`src/rtl/cc_pkg.sv`:
```
package cc_pkg;

    typedef enum logic [1:0] {
        LS_INV = 2'd0,
        LS_SHR = 2'd1,
        LS_EXC = 2'd2
    } line_st_t;

    typedef enum logic [1:0] {
        BOP_NONE   = 2'd0,
        BOP_RDMISS = 2'd1,
        BOP_WRMISS = 2'd2,
        BOP_WBACK  = 2'd3
    } bus_op_t;

    typedef enum logic [1:0] {
        CS_IDLE  = 2'd0,
        CS_EVICT = 2'd1,
        CS_MISS  = 2'd2,
        CS_DONE  = 2'd3
    } ctl_st_t;

endpackage

```
`src/rtl/cc_line_store.sv`:
```
module cc_line_store
    import cc_pkg::*;
#(
    parameter int IDX_W  = 4,
    parameter int TAG_W  = 4,
    parameter int DATA_W = 8
) (
    input  logic              clk,
    input  logic              rst_n,
    // processor-side read port
    input  logic [IDX_W-1:0]  a_idx,
    output line_st_t          a_st,
    output logic [TAG_W-1:0]  a_tag,
    output logic [DATA_W-1:0] a_data,
    // processor-side write port (hit, fill, eviction)
    input  logic              wa_en,
    input  logic [IDX_W-1:0]  wa_idx,
    input  line_st_t          wa_st,
    input  logic [TAG_W-1:0]  wa_tag,
    input  logic [DATA_W-1:0] wa_data,
    // snoop-side read port
    input  logic [IDX_W-1:0]  b_idx,
    output line_st_t          b_st,
    output logic [TAG_W-1:0]  b_tag,
    output logic [DATA_W-1:0] b_data,
    // snoop-side state-only write port
    input  logic              wb_en,
    input  logic [IDX_W-1:0]  wb_idx,
    input  line_st_t          wb_st
);

    localparam int LINES = 1 << IDX_W;

    line_st_t          st_w  [LINES];
    logic [TAG_W-1:0]  tag_w [LINES];
    logic [DATA_W-1:0] dat_w [LINES];

    for (genvar gi = 0; gi < LINES; gi++) begin : g_line
        localparam logic [IDX_W-1:0] MY_IDX = IDX_W'(gi);
        line_st_t          st_r;
        logic [TAG_W-1:0]  tag_r;
        logic [DATA_W-1:0] dat_r;

        always_ff @(posedge clk or negedge rst_n) begin
            if (!rst_n) begin
                st_r  <= LS_INV;
                tag_r <= '0;
                dat_r <= '0;
            end else if (wa_en && wa_idx == MY_IDX) begin
                st_r  <= wa_st;
                tag_r <= wa_tag;
                dat_r <= wa_data;
            end else if (wb_en && wb_idx == MY_IDX) begin
                st_r  <= wb_st;
            end
        end

        assign st_w[gi]  = st_r;
        assign tag_w[gi] = tag_r;
        assign dat_w[gi] = dat_r;
    end

    assign a_st   = st_w[a_idx];
    assign a_tag  = tag_w[a_idx];
    assign a_data = dat_w[a_idx];
    assign b_st   = st_w[b_idx];
    assign b_tag  = tag_w[b_idx];
    assign b_data = dat_w[b_idx];


    port_clash_chk: assert property (@(posedge clk) disable iff (!rst_n)
        (wa_en && wb_en) |-> (wa_idx != wb_idx));

endmodule

```
`src/rtl/cc_snoop_unit.sv`:
```
module cc_snoop_unit
    import cc_pkg::*;
#(
    parameter int TAG_W  = 4,
    parameter int DATA_W = 8
) (
    input  logic              snp_valid,
    input  logic              snp_is_wr,
    input  logic [TAG_W-1:0]  snp_tag,
    input  line_st_t          line_st,
    input  logic [TAG_W-1:0]  line_tag,
    input  logic [DATA_W-1:0] line_data,
    output logic              abort,
    output logic [DATA_W-1:0] supply,
    output logic              upd_en,
    output line_st_t          upd_st
);

    logic match;

    always_comb begin
        match  = snp_valid && (line_st != LS_INV) && (line_tag == snp_tag);
        abort  = 1'b0;
        supply = '0;
        upd_en = 1'b0;
        upd_st = line_st;
        if (match) begin
            unique case (line_st)
                LS_EXC: begin
                    abort  = 1'b1;
                    supply = line_data;
                    upd_en = 1'b1;
                    upd_st = snp_is_wr ? LS_INV : LS_SHR;
                end
                LS_SHR: begin
                    if (snp_is_wr) begin
                        upd_en = 1'b1;
                        upd_st = LS_INV;
                    end
                end
                default: ;
            endcase
        end
    end

endmodule

```
`src/rtl/snoop_wi_cache_ctrl.sv`:
```
module snoop_wi_cache_ctrl
    import cc_pkg::*;
#(
    parameter int ADDR_W = 8,
    parameter int IDX_W  = 4,
    parameter int DATA_W = 8
) (
    input  logic              clk,
    input  logic              rst_n,
    input  logic              cpu_req,
    input  logic              cpu_we,
    input  logic [ADDR_W-1:0] cpu_addr,
    input  logic [DATA_W-1:0] cpu_wdata,
    output logic              cpu_ready,
    output logic              cpu_hit,
    output logic [DATA_W-1:0] cpu_rdata,
    output logic              bus_req,
    output logic [1:0]        bus_cmd,
    output logic [ADDR_W-1:0] bus_addr,
    output logic [DATA_W-1:0] bus_wdata,
    input  logic              bus_gnt,
    input  logic [DATA_W-1:0] bus_rdata,
    input  logic              snp_valid,
    input  logic              snp_cmd,
    input  logic [ADDR_W-1:0] snp_addr,
    output logic              snp_abort,
    output logic [DATA_W-1:0] snp_data
);

    localparam int TAG_W = ADDR_W - IDX_W;

    ctl_st_t cs_q, cs_d;

    logic              req_we_q;
    logic [ADDR_W-1:0] req_addr_q;
    logic [DATA_W-1:0] req_wdata_q;
    logic [DATA_W-1:0] rdata_q;
    logic [TAG_W-1:0]  vic_tag_q;

    logic [IDX_W-1:0]  cpu_idx, req_idx, snp_idx, a_idx;
    logic [TAG_W-1:0]  cpu_tag, req_tag, snp_tag;

    line_st_t          a_st, b_st, wa_st, upd_st;
    logic [TAG_W-1:0]  a_tag, b_tag, wa_tag;
    logic [DATA_W-1:0] a_data, b_data, wa_data;
    logic              wa_en, upd_en;

    logic    stall, tag_eq, local_hit, go_miss, need_wb, victim_live;
    bus_op_t bus_op;

    assign cpu_idx = cpu_addr[IDX_W-1:0];
    assign cpu_tag = cpu_addr[ADDR_W-1:IDX_W];
    assign req_idx = req_addr_q[IDX_W-1:0];
    assign req_tag = req_addr_q[ADDR_W-1:IDX_W];
    assign snp_idx = snp_addr[IDX_W-1:0];
    assign snp_tag = snp_addr[ADDR_W-1:IDX_W];
    assign a_idx   = (cs_q == CS_IDLE) ? cpu_idx : req_idx;

    cc_line_store #(
        .IDX_W (IDX_W),
        .TAG_W (TAG_W),
        .DATA_W(DATA_W)
    ) u_store (
        .clk    (clk),
        .rst_n  (rst_n),
        .a_idx  (a_idx),
        .a_st   (a_st),
        .a_tag  (a_tag),
        .a_data (a_data),
        .wa_en  (wa_en),
        .wa_idx (a_idx),
        .wa_st  (wa_st),
        .wa_tag (wa_tag),
        .wa_data(wa_data),
        .b_idx  (snp_idx),
        .b_st   (b_st),
        .b_tag  (b_tag),
        .b_data (b_data),
        .wb_en  (upd_en),
        .wb_idx (snp_idx),
        .wb_st  (upd_st)
    );

    cc_snoop_unit #(
        .TAG_W (TAG_W),
        .DATA_W(DATA_W)
    ) u_snoop (
        .snp_valid(snp_valid),
        .snp_is_wr(snp_cmd),
        .snp_tag  (snp_tag),
        .line_st  (b_st),
        .line_tag (b_tag),
        .line_data(b_data),
        .abort    (snp_abort),
        .supply   (snp_data),
        .upd_en   (upd_en),
        .upd_st   (upd_st)
    );

    // request classification in the idle state
    always_comb begin
        stall       = snp_valid && (snp_idx == cpu_idx);
        tag_eq      = (a_tag == cpu_tag);
        local_hit   = cpu_req && !stall &&
                      (cpu_we ? (a_st == LS_EXC && tag_eq)
                              : (a_st != LS_INV && tag_eq));
        go_miss     = cpu_req && !stall && !local_hit;
        need_wb     = (a_st == LS_EXC) && !tag_eq;
        victim_live = (a_st == LS_EXC) && (a_tag == vic_tag_q);
    end

    // next-state logic
    always_comb begin
        cs_d = cs_q;
        unique case (cs_q)
            CS_IDLE:  if (go_miss) cs_d = need_wb ? CS_EVICT : CS_MISS;
            CS_EVICT: if (!victim_live || bus_gnt) cs_d = CS_MISS;
            CS_MISS:  if (bus_gnt) cs_d = CS_DONE;
            CS_DONE:  cs_d = CS_IDLE;
            default:  cs_d = CS_IDLE;
        endcase
    end

    // state register and request capture
    always_ff @(posedge clk or negedge rst_n) begin
        if (!rst_n) begin
            cs_q        <= CS_IDLE;
            req_we_q    <= 1'b0;
            req_addr_q  <= '0;
            req_wdata_q <= '0;
            rdata_q     <= '0;
            vic_tag_q   <= '0;
        end else begin
            cs_q <= cs_d;
            if (cs_q == CS_IDLE && go_miss) begin
                req_we_q    <= cpu_we;
                req_addr_q  <= cpu_addr;
                req_wdata_q <= cpu_wdata;
                vic_tag_q   <= a_tag;
            end
            if (cs_q == CS_MISS && bus_gnt) begin
                rdata_q <= req_we_q ? req_wdata_q : bus_rdata;
            end
        end
    end

    // outputs and line updates
    always_comb begin
        cpu_ready = 1'b0;
        cpu_hit   = 1'b0;
        cpu_rdata = a_data;
        bus_op    = BOP_NONE;
        bus_addr  = req_addr_q;
        bus_wdata = req_wdata_q;
        wa_en     = 1'b0;
        wa_st     = a_st;
        wa_tag    = a_tag;
        wa_data   = a_data;
        unique case (cs_q)
            CS_IDLE: begin
                if (local_hit) begin
                    cpu_ready = 1'b1;
                    cpu_hit   = 1'b1;
                    if (cpu_we) begin
                        wa_en   = 1'b1;
                        wa_st   = LS_EXC;
                        wa_tag  = cpu_tag;
                        wa_data = cpu_wdata;
                    end
                end
            end
            CS_EVICT: begin
                if (victim_live) begin
                    bus_op    = BOP_WBACK;
                    bus_addr  = {vic_tag_q, req_idx};
                    bus_wdata = a_data;
                    if (bus_gnt) begin
                        wa_en = 1'b1;
                        wa_st = LS_INV;
                    end
                end
            end
            CS_MISS: begin
                bus_op = req_we_q ? BOP_WRMISS : BOP_RDMISS;
                if (bus_gnt) begin
                    wa_en   = 1'b1;
                    wa_st   = req_we_q ? LS_EXC : LS_SHR;
                    wa_tag  = req_tag;
                    wa_data = req_we_q ? req_wdata_q : bus_rdata;
                end
            end
            CS_DONE: begin
                cpu_ready = 1'b1;
                cpu_rdata = rdata_q;
            end
            default: ;
        endcase
    end

    assign bus_req = (bus_op != BOP_NONE);
    assign bus_cmd = bus_op;


    hit_quiet_chk: assert property (@(posedge clk) disable iff (!rst_n)
        (cpu_ready && cpu_hit) |-> !bus_req);


    wait_stall_chk: assert property (@(posedge clk) disable iff (!rst_n)
        bus_req |-> !cpu_ready);


    bus_hold_chk: assert property (@(posedge clk) disable iff (!rst_n)
        (bus_req && !bus_gnt && !snp_valid) |=>
            (bus_req && $stable(bus_cmd) && $stable(bus_addr)));


    gnt_snoop_excl_chk: assert property (@(posedge clk) disable iff (!rst_n)
        bus_gnt |-> (bus_req && !snp_valid));


    fill_done_chk: assert property (@(posedge clk) disable iff (!rst_n)
        (bus_gnt && bus_req && bus_op != BOP_WBACK) |=> (cpu_ready && !cpu_hit));


    wb_then_miss_chk: assert property (@(posedge clk) disable iff (!rst_n)
        (bus_gnt && bus_op == BOP_WBACK) |=> (bus_req && bus_op != BOP_WBACK));


    abort_valid_chk: assert property (@(posedge clk) disable iff (!rst_n)
        snp_abort |-> snp_valid);

endmodule

```
`config.mk`:
```
export PLATFORM = sky130hd
export DESIGN_NAME = snoop_wi_cache_ctrl
export DESIGN_NICKNAME = d
export VERILOG_FILES = /design/src/rtl/cc_pkg.sv /design/src/rtl/cc_line_store.sv /design/src/rtl/cc_snoop_unit.sv /design/src/rtl/snoop_wi_cache_ctrl.sv
export SDC_FILE = /design/constraint.sdc
export NUM_CORES = 1
export LEC_CHECK = 0
export BUFFER_PORTS_ARGS = -buffer_cell sky130_fd_sc_hd__buf_2
export CORE_ASPECT_RATIO = 0.75
export CORE_MARGIN = 4
export CORE_UTILIZATION = 58
export CTS_CLUSTER_DIAMETER = 200
export DETAILED_ROUTE_END_ITERATION = 10
export PLACE_DENSITY_LB_ADDON = 0.25
export SKIP_LAST_GASP = 1
export SLEW_MARGIN = 10
export SYNTH_ARGS = -nofsm -noshare
export SYNTH_HDL_FRONTEND = slang
export SYNTH_HIERARCHICAL = 1
export SYNTH_SLANG_ARGS = --single-unit
export TNS_END_PERCENT = 10
```
`constraint.sdc`:
```
create_clock -name clk -period 5.3 [get_ports clk]
set_clock_uncertainty 0.1 [all_clocks]
set_input_delay 1.06 -clock clk [delete_from_list [all_inputs] [get_ports clk]]
set_output_delay 1.06 -clock clk [all_outputs]
set_load 0.01 [all_outputs]
```
==> run metrics <==
GRT overflow 0; number of diodes 0; worst rel slew slack 18.5%; EDFF count, synth 0; FF-to-FF setup slack 0.42 ns; Tcrit/Tclk final 97.8%; number of global-route vias before repair 11,500; Total GRT Usage 30.6%; Starting Density 58.9%; initial antenna violation count 0; Worst-Skew Late Latency 0.56 ns; drt total wl 44,100 microns; first-pass GRT wire length 68,700 microns; startpoint types flip-flop; Final Setup Violations 0; Post-CTS Hold Buffers 0; crit-path max FO 32; Max-Cap Viols 0; core area 26,000 sq um; CTS tree built; Filler Cells Inserted 1,902; footprint of the multi-input gates 8310 sq um; top cell type's share of synthesized area 41.7%; CTS Buf Count 26; Syn. warnings 6; Critical Path End Type output port; Via Count 11,000; Mean Syn Cell Area 13.1 sq um; via density per instance 6.85; clock period minus worst slack 5.18 ns; port buffer count 76; die height 149 microns; clk slew on worst S/H paths 0.07 ns; routability cong. 0.959; clk sinks 255; Max Clock Freq 0.193 GHz; cell row count 51; die footprint 29,100 sq um; Clock Tree Root clkbuf_16; asr flop ratio synth 100%; Initial DRT Pass Iterations 6; P_leak 7.85 nW; Slew @ Worst Pin 1.22 ns; top cells by area, synth dfrtp_1 42%, mux4_2 16%, mux2_2 12%; register area share after synthesis 41.7%; CTS HTree Levels 1; CP Data Arrival Time 4.02 ns; type of the most critical hold path flip-flop to flip-flop; layout cells sized above 1 44.1%; synth-to-layout area growth 12.1%; Post-Syn Nets 1,220; number of top-level pins 77; DP Wirelength 28,200 microns; mapped cell area 15,300 sq um; Sequential Area 6380 sq um; Max VDD drop 0.424 mV; Mapped Cells 1,171; RSZ-0062 raised after global routing true; Worst Path Required 4.14 ns; flop and latch count out of synthesis 255; final slew viol count 0; status completed; chip width 196 microns; top_reg_cell synth dfrtp_1; DRT iter0 DRCs 1,184; routed len/inst 27.4 microns; Hold WS 0.393 ns; largest net degree at the start of global routing 99; Pwr Density 612 nW/um^2; Synth cell types 61; maximum root-to-sink buffer count 3; post-route ant nets 0; post-route setup TNS 0 ns; final net count 1,293; Synth area leader dfrtp_1; CP Class flip-flop to output port; Remaining DRCs 0; Hold Vio Cnt, Final 0
-- worst max-delay path, stage by stage, from the launching register on --
cell and delay, ns:
dfrtp_1 0.43, inv_2 0.12, ha_4 0.23, mux2_8 0.51, buf_4 0.22, mux4_2 0.28
a22oi_1 0.24, nand2_1 0.22, nor2b_2 0.20, nand3b_1 0.10, or2_1 0.21, buf_4 0.21
mux2_4 0.32, buf_2 0.14
-- through the flow --
stage,setup slack (ns),instances,power [mW],instance area [sq um],util [%]
4_1_cts,0.0353,1608,10.4,17100,66.0
5_1_grt,-0.00428,1608,11.0,17200,66.1
2_1_floorplan,0.289,1171,6.85,15300,-
6_report,0.118,1608,10.5,17200,66.1
3_5_place_dp,0.0440,1557,8.35,16200,62.2
3_3_place_gp,0.144,1557,8.18,16200,62.2
-- layer usage --
| metal | share of wire [%] | vias up | GRT usage (%) |
|---|---|---|---|
| met5 | 0 | - | 0 |
| met4 | 4.2 | 0 | 11.4 |
| met3 | 9.6 | 129 | 7.27 |
| met2 | 46 | 623 | 47.6 |
| met1 | 40 | 5644 | 42.4 |
| li1 | - | 4622 | - |
-- Yosys cell counts, types with 3 or more instances --
cell type and number:
a21oi_1 36, a22o_1 3, a22oi_1 57, a31oi_1 33
and2_1 11, and3b_1 4, buf_1 5, buf_2 17
buf_4 23, buf_6 14, clkbuf_1 44, dfrtp_1 255
ha_1 10, inv_1 12, mux2_1 37, mux2_2 160
mux2_4 42, mux2i_1 18, mux4_2 112, nand2_1 50
nand2_4 3, nand3_1 41, nand3b_1 6, nor2_1 18
nor2_2 7, nor2_4 3, nor2b_1 7, nor3_1 35
o21a_1 8, o21ai_0 39, or2_2 10, xnor2_1 15
-- cell families (layout without fill, tap and decap cells) --
| logic type | count (synthesis) | in the layout | synth area share (%) |
|---|---|---|---|
| adders and majority gates | 10 | 10 | 0.817 |
| buffers and inverters | 117 | 209 | 4.47 |
| and+or+nand+nor | 219 | 219 | 8.01 |
| muxes | 369 | 370 | 36.3 |
| xor gates and xnor gates | 16 | 16 | 0.916 |
| DFF | 255 | 255 | 41.7 |
| AOI/OAI and AO/OA | 185 | 185 | 7.83 |
-- state kept, by name, indices dropped and copies added, names as in the netlist --
| signal | flops |
|---|---|
| cs_q | 2 |
| rdata_q | 8 |
| req_addr_q | 8 |
| req_wdata_q | 8 |
| req_we_q | 1 |
| u_store/g_line.dat_r | 128 |
| u_store/g_line.st_r | 32 |
| u_store/g_line.tag_r | 64 |
| vic_tag_q | 4 |
-- timing repair --
action,CTS,global route
setup endpoints to repair,16,17
pin swaps,0,1
gates resized for setup,5,9
gates cloned,1,0
setup buffers,2,0
-- final cells by class --
class / count / area share, %
Multi-Input combinational cell: 800 / 48.4
Sequential cell: 255 / 37.2
Clock buffer: 35 / 4.40
Clock inverter: 13 / 0.897
Tap cell: 344 / 2.51
Timing Repair Buffer: 149 / 6.31
Inverter: 12 / 0.262
-- worst paths after layout --
kind / startpoint / end / depth (start not counted)
hold reg to reg: rdata_q[6]$_DFFE_PN0P_ / rdata_q[6]$_DFFE_PN0P_ / 1
max in group asynchronous: rst_n / u_store/g_line[6].tag_r[3]$_DFFE_PN0P_ / 2
setup / recovery: cs_q[1]$_DFFE_PN0P_ / bus_wdata[6] / 13
min in group asynchronous: rst_n / req_wdata_q[4]$_DFFE_PN0P_ / 1
setup reg to reg: cs_q[1]$_DFFE_PN0P_ / u_store/g_line[7].tag_r[0]$_DFFE_PN0P_ / 15
hold / removal: rdata_q[6]$_DFFE_PN0P_ / rdata_q[6]$_DFFE_PN0P_ / 1
-- power breakdown --
part	switching [mW]	internal, mW	total, mW
sequential	0.625	2.71	3.33
combinational	2.80	2.43	5.22
clock	0.803	1.15	1.95
total	4.22	6.28	10.5
-- placed cells by master, fill, tap and decap left out, types with 5 or more instances in the layout --
master / Yosys / layout
dfrtp_1: 255 / 255
mux2_2: 160 / 157
mux4_2: 112 / 112
buf_2: 17 / 74
buf_4: 23 / 62
a22oi_1: 57 / 55
nand2_1: 50 / 48
mux2_4: 42 / 45
nand3_1: 41 / 41
o21ai_0: 39 / 38
mux2_1: 37 / 37
a21oi_1: 36 / 36
nor3_1: 35 / 35
a31oi_1: 33 / 33
clkbuf_16: 0 / 26
mux2i_1: 18 / 18
nor2_1: 18 / 17
xnor2_1: 15 / 15
and2_1: 11 / 11
buf_12: 2 / 11
inv_1: 12 / 10
or2_2: 10 / 10
ha_1: 10 / 9
nor2_2: 7 / 8
o21a_1: 8 / 8
clkinv_2: 0 / 8
clkbuf_8: 0 / 7
nand3b_1: 6 / 6
nor2b_1: 7 / 5
(Power assumes the default switching activity.)
